File: config.mk
export PLATFORM = sky130hd
export DESIGN_NAME = imm_sequencer
export DESIGN_NICKNAME = d
export VERILOG_FILES = /design/src/rtl/imm_seq_pkg.sv /design/src/rtl/imm_seq_datapath.sv /design/src/rtl/imm_seq_ctrl.sv /design/src/rtl/imm_sequencer.sv
export SDC_FILE = /design/constraint.sdc
export NUM_CORES = 1
export LEC_CHECK = 0
export BUFFER_PORTS_ARGS = -buffer_cell sky130_fd_sc_hd__buf_2
export CORE_ASPECT_RATIO = 0.5
export CORE_UTILIZATION = 56
export CTS_CLUSTER_DIAMETER = 80
export DETAILED_ROUTE_END_ITERATION = 12
export GPL_TIMING_DRIVEN = 0
export PLACE_DENSITY = 0.82
export SLEW_MARGIN = 20
export SYNTH_ARGS = -nofsm -noshare
export SYNTH_HDL_FRONTEND = slang
export SYNTH_SLANG_ARGS = --single-unit
File: constraint.sdc
create_clock -name clk -period 3.6 [get_ports clk]
set_input_delay 0.18 -clock clk [delete_from_list [all_inputs] [get_ports clk]]
set_output_delay 0.18 -clock clk [all_outputs]
set_load 0.01 [all_outputs]
File: src/rtl/imm_seq_pkg.sv
package imm_seq_pkg;

  typedef enum logic [2:0] {
    PC_HOLD, PC_START, PC_INC, PC_SKIP, PC_REL, PC_EXT
  } pcSel_e;

  typedef enum logic [1:0] {
    W_HOLD, W_OPERAND, W_RETURN
  } wordSel_e;

  typedef enum logic [1:0] {
    PS_MEM, PS_HI, PS_LO
  } pushSrc_e;

  typedef enum logic [1:0] {
    DONE_NONE = 2'd0, DONE_BREAK = 2'd1, DONE_HALT = 2'd2, DONE_REFUSED = 2'd3
  } doneStatus_e;

  typedef enum logic [2:0] {
    S_IDLE, S_FETCH, S_OPHI, S_OPLO, S_LITB, S_PUSHHI, S_PUSHLO, S_EXEC
  } seqState_e;

  // immediate group, selected by opcode bits 7:5 when bits 4:0 are zero
  localparam logic [2:0] IMM_BRK   = 3'd0;
  localparam logic [2:0] IMM_JCOND = 3'd1;
  localparam logic [2:0] IMM_JUMP  = 3'd2;
  localparam logic [2:0] IMM_CALL  = 3'd3;
  localparam logic [2:0] IMM_LITW  = 3'd4;
  localparam logic [2:0] IMM_LIT2W = 3'd5;
  localparam logic [2:0] IMM_LITR  = 3'd6;
  localparam logic [2:0] IMM_LIT2R = 3'd7;

  typedef struct packed {
    pcSel_e   pcSel;
    wordSel_e wordSel;
    pushSrc_e pushSrc;
    logic     insLoad;
    logic     hiLoad;
  } seqStrobes_t;

endpackage

File: src/rtl/imm_seq_datapath.sv
module imm_seq_datapath
  import imm_seq_pkg::*;
#(
  parameter int ADDR_W = 16,
  parameter int DATA_W = 8
) (
  input  logic              clk,
  input  logic              rstN,
  input  seqStrobes_t       strobes,
  input  logic [ADDR_W-1:0] startPc,
  input  logic [DATA_W-1:0] memData,
  input  logic [ADDR_W-1:0] opTarget,
  output logic [ADDR_W-1:0] pc,
  output logic [DATA_W-1:0] insByte,
  output logic [ADDR_W-1:0] opcPc,
  output logic [DATA_W-1:0] pushByte
);

  localparam int WORD_W = 2 * DATA_W;

  logic [DATA_W-1:0] hiReg;
  logic [WORD_W-1:0] wordReg;
  logic [WORD_W-1:0] operandWord;

  assign operandWord = {hiReg, memData};

  always_ff @(posedge clk) begin
    if (!rstN) begin
      pc      <= '0;
      insByte <= '0;
      opcPc   <= '0;
      hiReg   <= '0;
      wordReg <= '0;
    end else begin
      unique case (strobes.pcSel)
        PC_START: pc <= startPc;
        PC_INC:   pc <= pc + ADDR_W'(1);
        PC_SKIP:  pc <= pc + ADDR_W'(3);
        PC_REL:   pc <= pc + ADDR_W'(1) + ADDR_W'(operandWord);
        PC_EXT:   pc <= opTarget;
        default:  pc <= pc;
      endcase
      if (strobes.insLoad) begin
        insByte <= memData;
        opcPc   <= pc;
      end
      if (strobes.hiLoad) hiReg <= memData;
      unique case (strobes.wordSel)
        W_OPERAND: wordReg <= operandWord;
        W_RETURN:  wordReg <= WORD_W'(pc + ADDR_W'(1));
        default:   wordReg <= wordReg;
      endcase
    end
  end

  always_comb begin
    unique case (strobes.pushSrc)
      PS_HI:   pushByte = wordReg[WORD_W-1:DATA_W];
      PS_LO:   pushByte = wordReg[DATA_W-1:0];
      default: pushByte = memData;
    endcase
  end

endmodule

File: src/rtl/imm_seq_ctrl.sv
module imm_seq_ctrl
  import imm_seq_pkg::*;
#(
  parameter int DATA_W = 8
) (
  input  logic              clk,
  input  logic              rstN,
  input  logic              startReq,
  input  logic              startPcZero,
  input  logic              stopFlag,
  input  logic [DATA_W-1:0] memData,
  input  logic [DATA_W-1:0] insByte,
  input  logic [DATA_W-1:0] popData,
  input  logic              opDone,
  input  logic              opJump,
  input  logic              haltIn,
  output seqStrobes_t       strobes,
  output logic              popReq,
  output logic              pushValid,
  output logic              pushRet,
  output logic              opValid,
  output logic [4:0]        opCode,
  output logic              opShort,
  output logic              opRet,
  output logic              opKeep,
  output logic              busy,
  output logic              doneValid,
  output logic [1:0]        doneStatus
);

  seqState_e   state, stateNext;
  logic        pushRetReg, pushRetNext;
  logic        doneNow;
  doneStatus_e doneCode;
  logic [2:0]  fetchGroup, heldGroup;
  logic        fetchImm;

  assign fetchGroup = memData[7:5];
  assign heldGroup  = insByte[7:5];
  assign fetchImm   = (memData[4:0] == 5'd0);

  assign opCode  = memData[4:0];
  assign opShort = memData[5];
  assign opRet   = memData[6];
  assign opKeep  = memData[7];
  assign busy    = (state != S_IDLE);

  always_comb begin
    stateNext   = state;
    pushRetNext = pushRetReg;
    strobes     = '{pcSel: PC_HOLD, wordSel: W_HOLD, pushSrc: PS_MEM,
                    insLoad: 1'b0, hiLoad: 1'b0};
    popReq      = 1'b0;
    pushValid   = 1'b0;
    pushRet     = 1'b0;
    opValid     = 1'b0;
    doneNow     = 1'b0;
    doneCode    = DONE_NONE;

    unique case (state)
      S_IDLE: begin
        if (startReq) begin
          if (startPcZero || stopFlag) begin
            doneNow  = 1'b1;
            doneCode = DONE_REFUSED;
          end else begin
            strobes.pcSel = PC_START;
            stateNext     = S_FETCH;
          end
        end
      end
      S_FETCH: begin
        strobes.insLoad = 1'b1;
        strobes.pcSel   = PC_INC;
        if (fetchImm) begin
          unique case (fetchGroup)
            IMM_BRK: begin
              doneNow   = 1'b1;
              doneCode  = DONE_BREAK;
              stateNext = S_IDLE;
            end
            IMM_JCOND: begin
              popReq = 1'b1;
              if (popData == '0) strobes.pcSel = PC_SKIP;
              else               stateNext     = S_OPHI;
            end
            IMM_LITW, IMM_LITR: stateNext = S_LITB;
            default:            stateNext = S_OPHI;
          endcase
        end else begin
          opValid   = 1'b1;
          stateNext = S_EXEC;
        end
      end
      S_OPHI: begin
        strobes.hiLoad = 1'b1;
        strobes.pcSel  = PC_INC;
        stateNext      = S_OPLO;
      end
      S_OPLO: begin
        unique case (heldGroup)
          IMM_CALL: begin
            strobes.pcSel   = PC_REL;
            strobes.wordSel = W_RETURN;
            pushRetNext     = 1'b1;
            stateNext       = S_PUSHHI;
          end
          IMM_LIT2W, IMM_LIT2R: begin
            strobes.pcSel   = PC_INC;
            strobes.wordSel = W_OPERAND;
            pushRetNext     = insByte[6];
            stateNext       = S_PUSHHI;
          end
          default: begin
            strobes.pcSel = PC_REL;
            stateNext     = S_FETCH;
          end
        endcase
      end
      S_LITB: begin
        pushValid       = 1'b1;
        pushRet         = insByte[6];
        strobes.pushSrc = PS_MEM;
        strobes.pcSel   = PC_INC;
        stateNext       = S_FETCH;
      end
      S_PUSHHI: begin
        pushValid       = 1'b1;
        pushRet         = pushRetReg;
        strobes.pushSrc = PS_HI;
        stateNext       = S_PUSHLO;
      end
      S_PUSHLO: begin
        pushValid       = 1'b1;
        pushRet         = pushRetReg;
        strobes.pushSrc = PS_LO;
        stateNext       = S_FETCH;
      end
      S_EXEC: begin
        if (opDone) begin
          if (opJump) strobes.pcSel = PC_EXT;
          stateNext = S_FETCH;
        end
      end
      default: stateNext = S_IDLE;
    endcase

    // a fault from any unit overrides every action of the current cycle
    if (haltIn && state != S_IDLE) begin
      strobes   = '{pcSel: PC_HOLD, wordSel: W_HOLD, pushSrc: PS_MEM,
                    insLoad: 1'b0, hiLoad: 1'b0};
      popReq    = 1'b0;
      pushValid = 1'b0;
      opValid   = 1'b0;
      doneNow   = 1'b1;
      doneCode  = DONE_HALT;
      stateNext = S_IDLE;
    end
  end

  always_ff @(posedge clk) begin
    if (!rstN) begin
      state      <= S_IDLE;
      pushRetReg <= 1'b0;
      doneValid  <= 1'b0;
      doneStatus <= DONE_NONE;
    end else begin
      state      <= stateNext;
      pushRetReg <= pushRetNext;
      doneValid  <= doneNow;
      if (doneNow) doneStatus <= doneCode;
    end
  end

endmodule

File: src/rtl/imm_sequencer.sv
module imm_sequencer
  import imm_seq_pkg::*;
#(
  parameter int ADDR_W = 16,
  parameter int DATA_W = 8
) (
  input  logic              clk,
  input  logic              rstN,
  input  logic              startReq,
  input  logic [ADDR_W-1:0] startPc,
  input  logic              stopFlag,
  output logic [ADDR_W-1:0] memAddr,
  input  logic [DATA_W-1:0] memData,
  output logic              popReq,
  input  logic [DATA_W-1:0] popData,
  output logic              pushValid,
  output logic              pushRet,
  output logic [DATA_W-1:0] pushData,
  output logic              opValid,
  output logic [4:0]        opCode,
  output logic              opShort,
  output logic              opRet,
  output logic              opKeep,
  input  logic              opDone,
  input  logic              opJump,
  input  logic [ADDR_W-1:0] opTarget,
  input  logic              haltIn,
  output logic              busy,
  output logic              doneValid,
  output logic [1:0]        doneStatus,
  output logic [ADDR_W-1:0] faultPc
);

  seqStrobes_t       strobes;
  logic [DATA_W-1:0] insByte;

  imm_seq_ctrl #(.DATA_W(DATA_W)) u_ctrl (
    .clk        (clk),
    .rstN       (rstN),
    .startReq   (startReq),
    .startPcZero(startPc == '0),
    .stopFlag   (stopFlag),
    .memData    (memData),
    .insByte    (insByte),
    .popData    (popData),
    .opDone     (opDone),
    .opJump     (opJump),
    .haltIn     (haltIn),
    .strobes    (strobes),
    .popReq     (popReq),
    .pushValid  (pushValid),
    .pushRet    (pushRet),
    .opValid    (opValid),
    .opCode     (opCode),
    .opShort    (opShort),
    .opRet      (opRet),
    .opKeep     (opKeep),
    .busy       (busy),
    .doneValid  (doneValid),
    .doneStatus (doneStatus)
  );

  imm_seq_datapath #(.ADDR_W(ADDR_W), .DATA_W(DATA_W)) u_dp (
    .clk     (clk),
    .rstN    (rstN),
    .strobes (strobes),
    .startPc (startPc),
    .memData (memData),
    .opTarget(opTarget),
    .pc      (memAddr),
    .insByte (insByte),
    .opcPc   (faultPc),
    .pushByte(pushData)
  );

endmodule

== Word-level counts from Yosys, hierarchy flattened ==
Index checks and enable logic that the tools add are counted.
Storage, ports and cells
  bits in registers: 71
  RAM bits: 0
  bits in latches: 0
  memories kept: 0
  bits in read-only memories: 0
Operators by class
  equality and inequality tests: 26
  shifts and indexed selects: 0
  reductions and logical operators: 21
  muxes and demuxes: 49
  $mul: 0
  add/sub/neg operators: 3
  bitwise logic cells: 1
  divide/modulo/power cells: 0
  order comparisons: 0
Operators with widths (count)
  one-hot mux 16 bit (5 select lines): 1
  2-to-1 mux 3 bit: 12
  one-hot mux 16 bit (2 select lines): 1
  == test 3 bit (second input constant): 10
  one-hot mux 3 bit (7 select lines): 1
  2-to-1 mux 1 bit: 19
  adder 16 x 1 -> 16 bit (second input constant): 1
  adder 16 bit: 1
  adder 16 x 2 -> 16 bit (second input constant): 1
  logical NOT 16 bit: 1
  one-hot mux 8 bit (2 select lines): 1
  == test 3 x 2 -> 1 bit (second input constant): 5
  one-hot mux 3 bit (5 select lines): 1
  one-hot mux 2 bit (2 select lines): 3
  OR reduction 2 bit: 6
  2-to-1 mux 2 bit: 5
  == test 3 x 1 -> 1 bit (second input constant): 3
  2-to-1 mux 9 bit: 1
  one-hot mux 3 bit (3 select lines): 1
  logical NOT 8 bit: 1
  logical NOT 3 bit: 2
  != test 2 bit (second input constant): 3
  one-hot mux 1 bit (2 select lines): 3
  OR reduction 3 bit: 2
  other kinds (12): 15

== Longest topological paths before layout ==
Gate-level depths: netlist (run 1).
  depth in word-level cells: 8
  gate-level depth with buffers: 14
  gate-level depth less buffers: 13

== Hierarchy ==
A second synthesis (run 1) with hierarchy kept.
Second synthesis, totals
  cells, all modules: 659
  area total of the unflattened synthesis: 5202.5 µm²
Modules (own cells, without submodules)
  imm_seq_datapath: area an instance 4489.3 µm², times used 1, cells an instance 560
  imm_seq_ctrl: area an instance 679.4 µm², times used 1, cells an instance 94
  imm_sequencer: area an instance 33.8 µm², times used 1, cells an instance 5

== Least setup slack after synthesis (run 1) ==
Ideal clock, no wire load.
  path kind: reg-to-reg
  start: reg u_dp.pc[2]
  end: reg u_dp.pc[11]
  clock period less this slack: 2.995 ns
  data arrival time: 2.867 ns
  cell stages (with the launch flop): 13
  buffers on the path: 1
  slack: 0.605 ns
  path through: dfxtp_1 buf_2 nand3_1 or3_1 nor2_1 xor2_1 ha_1 or2_2 a21oi_1 a21oi_1 xor2_1 a221oi_1 a21oi_1
On the way
  word-level cells in the longest chain between the ends: 3
  elaborated cells between the ends (all ways): 4
  those cells by class: add/sub (3); mux (1)
RTL lines
  start: declaration: line imm_seq_datapath.sv:13  | output logic [ADDR_W-1:0] pc,
  start signal: assignment: line imm_seq_datapath.sv:36  | PC_START: pc <= startPc;
  start signal: assignment: line imm_seq_datapath.sv:37  | PC_INC: pc <= pc + ADDR_W'(1);
  start signal: assignment: line imm_seq_datapath.sv:38  | PC_SKIP: pc <= pc + ADDR_W'(3);
  adder 16 x 1 -> 16 bit: line imm_seq_datapath.sv:37, imm_seq_datapath.sv:39
  adder 16 bit: line imm_seq_datapath.sv:39  | PC_REL: pc <= pc + ADDR_W'(1) + ADDR_W'(operandWord);
  one-hot mux 16 bit (5 select lines) (*): line imm_seq_datapath.sv:35  | unique case (strobes.pcSel)
Mark *: on every way between the ends. The rest lies on a longest branch, timed or not.
A chain may end at the register's enable or synchronous reset.

== Final worst setup path (run 1) ==
  start: reg u_dp.pc[0]
  end: reg u_dp.pc[15]
Same word-level chain as after synthesis.

==> impl_metrics.csv, run 1 <==
group,metric,value,unit
run_status,status,"complete, no violations",
routing,drtPass1Iterations,5,
placed_design,globalplace.congestion,0.949,
yosys,synth_area,5040,sq um
timing,fin_crit_sh,0.944,
yosys,ys_types,76,
yosys,synth_flop_cell,"dfxtp_1",
setup_path,critPathLaunchType,"register",
setup_path,worstSetupPathType,"register to register",
routing,vias,5637,
timing,worst_slack,203,ps
clock_tree,cts_tree,"built",
grt,grt_max_degree,13,
power,power.density,510,nW/um^2
placed_design,preCtsSetupSlack,10.4,ps
clock_tree,cts_root_buf,"clkbuf_16",
yosys,synth_nets,740,
floorplan,core_area,8710,sq um
timing,relSlewSlack,0.440,
setup_path,cpMaxStageDelayCell,"dfxtp_2",
routing,drc,0,
routing,wl,17.5,mm
setup_path,critPathMaxFanout,10,
timing,setup_viol,0,
yosys,netlist_instances,661,
placed_design,port_buffers,109,
cells_and_area,antennaDiodeCount,0,
timing,rsz0062_at_grt,"false",
yosys,ys_warn_count,0,
floorplan,fp.dieH,69.1,microns
hold_path,hold_path.class,"primary input to register",
run,cap_violations,0,
floorplan,initial_utilization,0.579,
clock_tree,clock_sinks,66,
cells_and_area,utilization,0.702,
placed_design,dp_hpwl,12.9,mm
clock_tree,clockBufferDepth,2,
yosys,synth_top_area_share,0.262,
timing,clock_skew,5.89,ps
cells_and_area,layout.nets,860,
cells_and_area,drive_gt1_frac,0.221,
power,vdd_drop_max,0.290,mV
yosys,synth-edff-count,0,
timing,drv_slew,0,
clock_tree,clock_latency,350,ps
grt,overflow,0,
cells_and_area,fill_cells,748,
yosys,yosys-top-cells-area,"dfxtp_1 (26%), nand2_1 (8.1%), ha_1 (5.7%)",
grt,grt_pass1_wl,26.5,mm
clock_tree,htree_levels,3,
setup_path,endpoint_kind,"register",
timing,hold_viol,0,
setup_path,path_cells,"ha_1, nand3_1, or2_2, clkbuf_1, nor2_1, xor2_1, ha_1, a21o_1, a21oi_1, nor2_1, nor2_1, a21oi_1, nand3b_1, a21oi_1",
yosys,async_flop_share,0,
grt,grt_pass1_vias,5015,
grt,grtUsageTotal,0.375,
floorplan,die_area,9400,sq um
power,leakagePower,2.56,nW
clock_tree,clk_pin_slew,60,ps
floorplan,fp.dieW,136,microns
routing,ant_nets,0,
routing,routed_via_density,6.24,
yosys,ys_ff_latch,66,
routing,wire_per_inst,19.3,microns
setup_path,crit_required,3880,ps
setup_path,max_stage_delay,460,ps
floorplan,ios,111,
yosys,synth_area_leader_cell,"dfxtp_1",
cells_and_area,area_delta_synth_final,21.4,%
grt,grt_antenna_before_repair,0,
routing,drt-initial-drc-count,662,
yosys,syn_area_per_cell,7.62,sq um
clock_tree,cts_made_buffers,9,
timing,tightest_slew,833,ps
setup_path,worstPathArrival,3680,ps
timing,fmaxAchievable,0.294,GHz
floorplan,num_rows,24,
yosys,synth-seq-area-share,0.262,
timing,finalCriticalPeriod,3400,ps
clock_tree,hold_buffers,0,
-- sequential cells by signal, summed over array words and instances, names as in the netlist --
name               flops
u_dp.insByte           3
u_dp.opcPc            16
u_ctrl.pushRetReg      1
u_ctrl.doneValid       1
u_dp.hiReg             8
u_ctrl.doneStatus      2
u_dp.wordReg          16
u_ctrl.state           3
u_dp.pc               16
-- cells in the mapped netlist, drive strengths merged (15+ instances only) --
library cell / n
buf: 18
clkbuf: 36
a21boi: 34
xor2: 15
nor3: 17
nor2: 42
nand2: 109
a21oi: 44
o21ai: 32
ha: 23
dfxtp: 66
inv: 16
-- placed cells by master (no fill, tap or decap), types with 4 or more instances in the layout --
cell       Yosys  layout
a211oi_1      12      11
a21boi_0      32      32
a21o_1        10      10
a21oi_1       43      42
a221oi_1       6       5
a22oi_1        7       7
a31oi_1        8       8
and2_1         7       7
and3_1         7       7
buf_2          4     113
buf_4         10      10
clkbuf_1      36      35
clkbuf_16      0       9
dfxtp_1       66      65
ha_1          23      23
inv_1         16      16
mux2i_1        8       8
nand2_1      109     109
nand2b_1       5       5
nand3_1       14      13
nand3b_1       4       4
nand4_1        5       5
nor2_1        40      40
nor2b_1       12      12
nor3_1        17      15
nor4_1        10       9
o211ai_1       8       8
o21ai_0       29      29
o221ai_1       7       7
o31a_1         4       4
or2_2          4       4
or3_1         11      11
xnor2_1       13      11
xor2_1        15      14
-- worst max-delay path: cells and delay by family (launching register included) --
family,cells,cell delay (ps)
AOI/OAI and AO/OA,4,600
and+or+nand+nor,6,1020
DFF,1,460
xor gates and xnor gates,1,420
adders and majority gates,2,630
buffers and inverters,1,180
-- per-stage QoR --
step | TNS [ps] | cell area [sq um] | std cells | total power, W | hold WS (ps)
floorplan | 0 | 5040 | 661 | 0.00169 | 325
global placement | -58.2 | 5730 | 887 | 0.00208 | 449
detailed placement | 0 | 5740 | 887 | 0.00209 | 455
CTS | 0 | 6060 | 903 | 0.00305 | 102
global route | 0 | 6120 | 903 | 0.00324 | 89.5
finish | 0 | 6120 | 903 | 0.00312 | 92.4
-- power by group --
group | total, W | internal [W] | switching [W]
registers | 0.000874 | 0.000806 | 0.0000677
clock network | 0.000960 | 0.000604 | 0.000356
logic | 0.00129 | 0.000464 | 0.000821
-- area by class of cell --
cell class	count	area [sq um]	area share
clock buffer	9	225	0.0368
timing repair buffer	109	546	0.0892
tap	117	146	0.0239
sequential	66	1320	0.216
multi-input combinational	524	3460	0.565
inverter	17	63.8	0.0104
buffer	54	262	0.0428
clock inverter	7	93.8	0.0153
-- what timing repair did --
action                                  in CTS  in global routing
endpoints found under the setup margin       1                  4
setup buffers                                0                  0
resized for setup                            1                 10
-- per-layer routing --
layer	part of all wire	wire length, microns	up-vias	track usage
li1	-	-	2625	-
met1	0.44	7710	2614	0.525
met4	0.015	268	0	0.0988
met5	0	0	-	0
met2	0.40	7030	364	0.527
met3	0.14	2440	34	0.148
-- cells by family after synthesis --
kind of cell,count (synthesis),share of synthesized area
AND/OR/NAND/NOR,261,0.260
XOR/XNOR,29,0.0531
buffers and inverters,71,0.0643
flip-flops,66,0.262
adder cells (fa/ha/maj),24,0.0611
multiplexers,9,0.0181
AO/OA/AOI/OAI,201,0.281
-- final timing paths --
kind | end | slack, ps | start | cells after the start
worst max register to register | u_dp.pc[15] | 200 | u_dp.pc[0] | 14
worst min-delay path | u_dp.pc[0] | 90 | opTarget[0] | 3
worst max-delay path | u_dp.pc[15] | 200 | u_dp.pc[0] | 14
worst min register to register | u_dp.opcPc[1] | 460 | u_dp.opcPc[1] | 2
Power figures use the tool's default switching activity.
==> run 2, diff against run 1 <==
--- a/config.mk
+++ b/config.mk
@@ -5,6 +5,7 @@
 export SDC_FILE = /design/constraint.sdc
 export NUM_CORES = 1
 export LEC_CHECK = 0
+export ABC_AREA = 1
 export BUFFER_PORTS_ARGS = -buffer_cell sky130_fd_sc_hd__buf_2
 export CORE_ASPECT_RATIO = 0.5
 export CORE_UTILIZATION = 56
==> impl_metrics.csv, run 2 <==
group,metric,value,unit
run_status,status,"complete, no violations",
setup_path,worstSetupPathType,"register to register",
grt,overflow,0,
timing,worst_hold_slack,155,ps
yosys,ys_top_cells_by_count,"nand2_1 (194), nor2_1 (107), inv_1 (93)",
setup_path,r2r_slack,320,ps
floorplan,initial_utilization,0.584,
setup_path,path_cells,"ha_1, inv_1, nor2_1, nand2_1, xor2_1, ha_1, nand2_1, inv_1, a21oi_1, nand2_1, xnor2_1, o21ai_0, nor2_1, nand3_1, nand2_1, inv_1",
timing,hold_viol,0,
yosys,synth_flop_cell,"dfxtp_1",
clock_tree,cts_made_buffers,9,
yosys,synth-edff-count,0,
floorplan,num_rows,24,
power,p_sw_frac,0.484,
cells_and_area,instances_no_fill,1079,
setup_path,crit_required,3830,ps
grt,grt_max_degree,11,
timing,tns,0,ps
routing,wire_per_inst,16.6,microns
placed_design,port_buffers,110,
clock_tree,cts_root_buf,"clkbuf_16",
clock_tree,cts_tree,"built",
yosys,netlist_instances,837,
routing,drt-initial-drc-count,650,
cells_and_area,antennaDiodeCount,0,
yosys,yosys-top-cells-area,"dfxtp_1 (26%), nand2_1 (14%), nor2_1 (7.8%)",
yosys,yosysMostFrequentCell,"nand2_1",
setup_path,crit_path_start,"u_dp.pc[1]",
yosys,ys_warn_count,0,
floorplan,core_area,8800,sq um
routing,drc,0,
setup_path,setup.worst_path.end,"u_dp.pc[7]",
setup_path,worstReg2RegStart,"u_dp.pc[1]",
clock_tree,clockBufferDepth,2,
grt,grt_pass1_vias,5466,
setup_path,cp_common_cell,"nand2_1",
yosys,syn_area_per_cell,6.14,sq um
clock_tree,htree_levels,3,
placed_design,dp_hpwl,13.9,mm
setup_path,r2r_end,"u_dp.pc[7]",
routing,ant_nets,0,
timing,finalCriticalPeriod,3280,ps
clock_tree,postCtsSetupBuffers,0,
placed_design,placed_cells,1064,
yosys,synth-seq-area-share,0.257,
cells_and_area,layout_commonest_cell,"nand2_1",
setup_path,critPathLaunchType,"register",
power,power.density,692,nW/um^2
run,cap_violations,0,
grt,grt_antenna_before_repair,0,
grt,grt_pass1_wl,27.7,mm
cells_and_area,area_delta_synth_final,19.8,%
cells_and_area,layout.nets,1037,
timing,drv_slew,0,
grt,grtUsageTotal,0.385,
setup_path,reg2reg_depth,16,
timing,fin_crit_sh,0.911,
timing,tightest_slew,696,ps
power,leakagePower,3.09,nW
power,switchingPower,0.00206,W
timing,clock_skew,5.80,ps
power,clock_power_share,0.205,
cells_and_area,drive_gt1_frac,0.181,
yosys,synth_nets,916,
routing,drtPass1Iterations,6,
setup_path,cpMaxStageDelayCell,"dfxtp_1",
floorplan,fp.dieH,69.7,microns
yosys,synth_area,5140,sq um
clock_tree,clk_pin_slew,50,ps
power,p_int,0.00220,W
timing,relSlewSlack,0.536,
routing,vias,6080,
timing,setup_viol,0,
power,vdd_drop_max,0.399,mV
routing,wl,17.9,mm
cells_and_area,top_regs,"u_dp.opcPc x16, u_dp.pc x16, u_dp.wordReg x16",
placed_design,preCtsSetupSlack,195,ps
setup_path,critPathMaxFanout,7,
yosys,async_flop_share,0,
yosys,ys_types,36,
routing,routed_via_density,5.63,
cells_and_area,fin_area,6150,sq um
floorplan,die_area,9580,sq um
floorplan,fp.dieW,137,microns
timing,rsz0062_at_grt,"false",
clock_tree,clock_sinks,66,
timing,fmaxAchievable,0.305,GHz
placed_design,postPlaceCellArea,5830,sq um
clock_tree,clock_latency,340,ps
clock_tree,ctsResizeCount,0,
placed_design,globalplace.congestion,0.954,
setup_path,worstPathArrival,3510,ps
clock_tree,hold_buffers,0,
setup_path,max_stage_delay,450,ps
timing,worst_slack,320,ps
power,pwr-share-comb,0.540,
cells_and_area,mostFrequentLayoutCells,"nand2_1 (194), buf_2 (115), nor2_1 (107), inv_1 (93), a21oi_1 (77)",
power,p_seq_frac,0.256,
setup_path,endpoint_kind,"register",
yosys,synth_area_leader_cell,"dfxtp_1",
floorplan,ios,111,
hold_path,hold_path.class,"primary input to register",
yosys,synth_top_area_share,0.257,
yosys,ys_ff_latch,66,
run 2: kinds of logic after synthesis:
logic type               share of synthesized area
AND/OR/NAND/NOR                              0.329
AO/OA/AOI/OAI                                0.197
flip-flops                                   0.257
adder cells (fa/ha/maj)                     0.0599
buffers and inverters                        0.108
XOR/XNOR                                    0.0494
run 2: through the flow:
step / utilization / total power, W
after detailed placement: 0.663 / 0.00326
after global routing: 0.699 / 0.00452
after CTS: 0.696 / 0.00415
after global placement: 0.663 / 0.00324
after floorplan: - / 0.00251
final: 0.699 / 0.00426
run 2: layout make-up:
cell class	instances	area (sq um)
fillers	790	2650
inverters	102	383
plain buffers	34	171
multi-input cells	635	3290
repair buffers	110	551
clock inverters	3	40.0
clock buffers	12	246
well taps	117	146
flip-flops and latches	66	1320
run 2: critical path: cells and delay by family, from the launching register on:
kind | cells | cell delay (ps)
DFF | 1 | 450
buffers and inverters | 3 | 170
and+or+nand+nor | 7 | 1000
adders and majority gates | 2 | 660
xor gates and xnor gates | 2 | 630
AOI/OAI and AO/OA | 2 | 250
run 2: power groups by stage:
stage / Combinational (W) / Sequential [W] / Clock [W]
after floorplan: 0.00142 / 0.00110 / 0
after global placement: 0.00216 / 0.00108 / 0
after detailed placement: 0.00218 / 0.00108 / 0
after CTS: 0.00221 / 0.00107 / 0.000874
after global routing: 0.00250 / 0.00111 / 0.000909
final: 0.00230 / 0.00109 / 0.000871
run 2: layer usage:
| metal | global-route usage | vias up | wire length (microns) |
|---|---|---|---|
| met2 | 0.561 | 372 | 7250 |
| met4 | 0.125 | 0 | 405 |
| li1 | - | 2951 | - |
| met1 | 0.550 | 2710 | 8050 |
| met5 | 0.0333 | - | 0 |
| met3 | 0.0914 | 47 | 2240 |
run 2: how the worst min path moves through the flow:
stage / cells past startpoint / endpoint / slack [ps] / start
2_1_floorplan: 2 / u_dp.hiReg[2] / 310 / memData[2]
3_3_place_gp: 2 / u_dp.wordReg[13] / 450 / u_dp.wordReg[13]
3_5_place_dp: 2 / u_dp.wordReg[12] / 460 / u_dp.wordReg[12]
4_1_cts: 3 / u_dp.pc[0] / 150 / opTarget[0]
5_1_grt: 3 / u_dp.pc[0] / 180 / opTarget[0]
6_report: 3 / u_dp.pc[0] / 150 / opTarget[0]
==> run 3, diff against run 2 <==
--- a/config.mk
+++ b/config.mk
@@ -8,11 +8,11 @@
 export ABC_AREA = 1
 export BUFFER_PORTS_ARGS = -buffer_cell sky130_fd_sc_hd__buf_2
 export CORE_ASPECT_RATIO = 0.5
-export CORE_UTILIZATION = 56
+export CORE_UTILIZATION = 60
 export CTS_CLUSTER_DIAMETER = 80
 export DETAILED_ROUTE_END_ITERATION = 12
 export GPL_TIMING_DRIVEN = 0
-export PLACE_DENSITY = 0.82
+export PLACE_DENSITY = 0.87
 export SLEW_MARGIN = 20
 export SYNTH_ARGS = -nofsm -noshare
 export SYNTH_HDL_FRONTEND = slang
==> constraint.sdc (replaced) <==
create_clock -name clk -period 4 [get_ports clk]
set_input_delay 0.2 -clock clk [delete_from_list [all_inputs] [get_ports clk]]
set_output_delay 0.2 -clock clk [all_outputs]
set_load 0.01 [all_outputs]
==> impl_metrics.csv, run 3 (same netlist as run 2, synthesis figures left out) <==
group,metric,value,unit
routing,vias,6201,
power,vdd_drop_max,0.449,mV
clock_tree,hold_buffers,0,
timing,finalCriticalPeriod,3560,ps
cells_and_area,fill_cells,623,
setup_path,cp_common_cell,"nor2_1",
hold_path,min_from,"opTarget[0]",
floorplan,fp.dieH,67.4,microns
routing,drt-initial-drc-count,770,
setup_path,worstSetupPathType,"register to register",
timing,clock_skew,5.27,ps
cells_and_area,antennaDiodeCount,0,
setup_path,critPathMaxFanout,7,
clock_tree,cts_root_buf,"clkbuf_16",
clock_tree,postCtsSetupBuffers,0,
clock_tree,clock_sinks,66,
routing,drtPass1Iterations,5,
placed_design,port_buffers,110,
setup_path,critPathLaunchType,"register",
cells_and_area,layout.nets,1037,
timing,fmaxAchievable,0.281,GHz
clock_tree,ctsResizeCount,0,
grt,grt_antenna_before_repair,0,
timing,tightest_slew,734,ps
placed_design,placed_cells,1059,
clock_tree,clock_latency,340,ps
power,leakagePower,3.10,nW
timing,relSlewSlack,0.511,
clock_tree,cts_made_buffers,9,
setup_path,endpoint_kind,"register",
placed_design,dp_hpwl,14.0,mm
timing,worst_hold_slack,175,ps
setup_path,crit_path_start,"u_dp.pc[0]",
setup_path,cpMaxStageDelayCell,"dfxtp_1",
grt,grt_pass1_vias,5387,
floorplan,num_rows,23,
placed_design,globalplace.congestion,0.963,
timing,tns,0,ps
grt,overflow,0,
clock_tree,htree_levels,3,
floorplan,ios,111,
hold_path,hold_path.class,"primary input to register",
cells_and_area,utilization,0.757,
setup_path,worstPathArrival,3800,ps
grt,grtUsageTotal,0.416,
floorplan,initial_utilization,0.631,
timing,hold_viol,0,
power,power.density,642,nW/um^2
routing,routed_via_density,5.77,
clock_tree,cts_tree,"built",
cells_and_area,top_regs,"u_dp.opcPc x16, u_dp.pc x16, u_dp.wordReg x16",
setup_path,path_cells,"inv_1, nor2_1, nand2_1, nor2_1, xor2_1, ha_1, a21oi_1, nor2_1, nor2_1, nand4_1, nand2_1, o21ai_0, nor2_1, nand3_1, nand2_1, inv_1",
timing,rsz0062_at_grt,"false",
clock_tree,clk_pin_slew,60,ps
floorplan,die_area,8960,sq um
floorplan,core_area,8140,sq um
cells_and_area,mostFrequentLayoutCells,"nand2_1 (194), buf_2 (115), nor2_1 (107), inv_1 (93), a21oi_1 (77)",
cells_and_area,area_delta_synth_final,20.0,%
run_status,status,"complete, no violations",
clock_tree,clockBufferDepth,2,
timing,fin_crit_sh,0.890,
grt,grt_max_degree,12,
setup_path,crit_required,4240,ps
timing,drv_slew,0,
run,cap_violations,0,
setup_path,worstReg2RegStart,"u_dp.pc[0]",
timing,setup_viol,0,
routing,wire_per_inst,17.1,microns
floorplan,fp.dieW,133,microns
cells_and_area,layout_commonest_cell,"nand2_1",
routing,drc,0,
routing,ant_nets,0,
setup_path,max_stage_delay,580,ps
cells_and_area,instances_no_fill,1075,
grt,grt_pass1_wl,28.1,mm
routing,wl,18.4,mm
cells_and_area,drive_gt1_frac,0.179,
run 3: final cells by class:
class,instances,area (sq um),share of cell area
sequential,66,1320,0.214
clock buffer,12,267,0.0432
clock inverter,4,72.6,0.0118
timing repair buffer,110,551,0.0893
tap,112,140,0.0227
inverter,102,383,0.0621
buffer,34,171,0.0278
multi-input combinational,635,3260,0.529
run 3: final timing paths:
| path | to | slack (ps) | cells after the start |
|---|---|---|---|
| min | u_dp.pc[0] | 170 | 3 |
| max | u_dp.pc[12] | 440 | 16 |
| min reg2reg | u_dp.wordReg[10] | 470 | 2 |
| max reg2reg | u_dp.pc[12] | 440 | 16 |
run 3: metrics by stage:
step / power, W / instance area, sq um / setup slack, ps
floorplan: 0.00226 / 5140 / 1440
global placement: 0.00290 / 5830 / 710
detailed placement: 0.00294 / 5830 / 673
CTS: 0.00386 / 6170 / 639
global route: 0.00415 / 6170 / 221
finish: 0.00396 / 6170 / 439
run 3: per-layer routing:
layer | vias to the layer above | wire, microns | track usage
met3 | 35 | 2420 | 0.105
met2 | 428 | 7740 | 0.662
met5 | - | 0 | 0
met4 | 0 | 338 | 0.119
met1 | 2781 | 7900 | 0.560
li1 | 2957 | - | -
run 3: worst max-delay path, delay by kind of cell, from the launching register on:
| kind | cells | cell delay, ps |
|---|---|---|
| simple gates | 10 | 1420 |
| flops | 1 | 580 |
| xor+xnor | 1 | 470 |
| fa+ha+maj | 1 | 380 |
| compound gates | 2 | 340 |
| buf+inv | 2 | 250 |
run 3: power breakdown:
| part | leakage (nW) | internal [W] | switching (W) | total, W |
|---|---|---|---|---|
| Sequential | 0.538 | 0.000797 | 0.000189 | 0.000986 |
| Combinational | 2.40 | 0.000680 | 0.00139 | 0.00207 |
| Clock | 0.165 | 0.000596 | 0.000310 | 0.000905 |
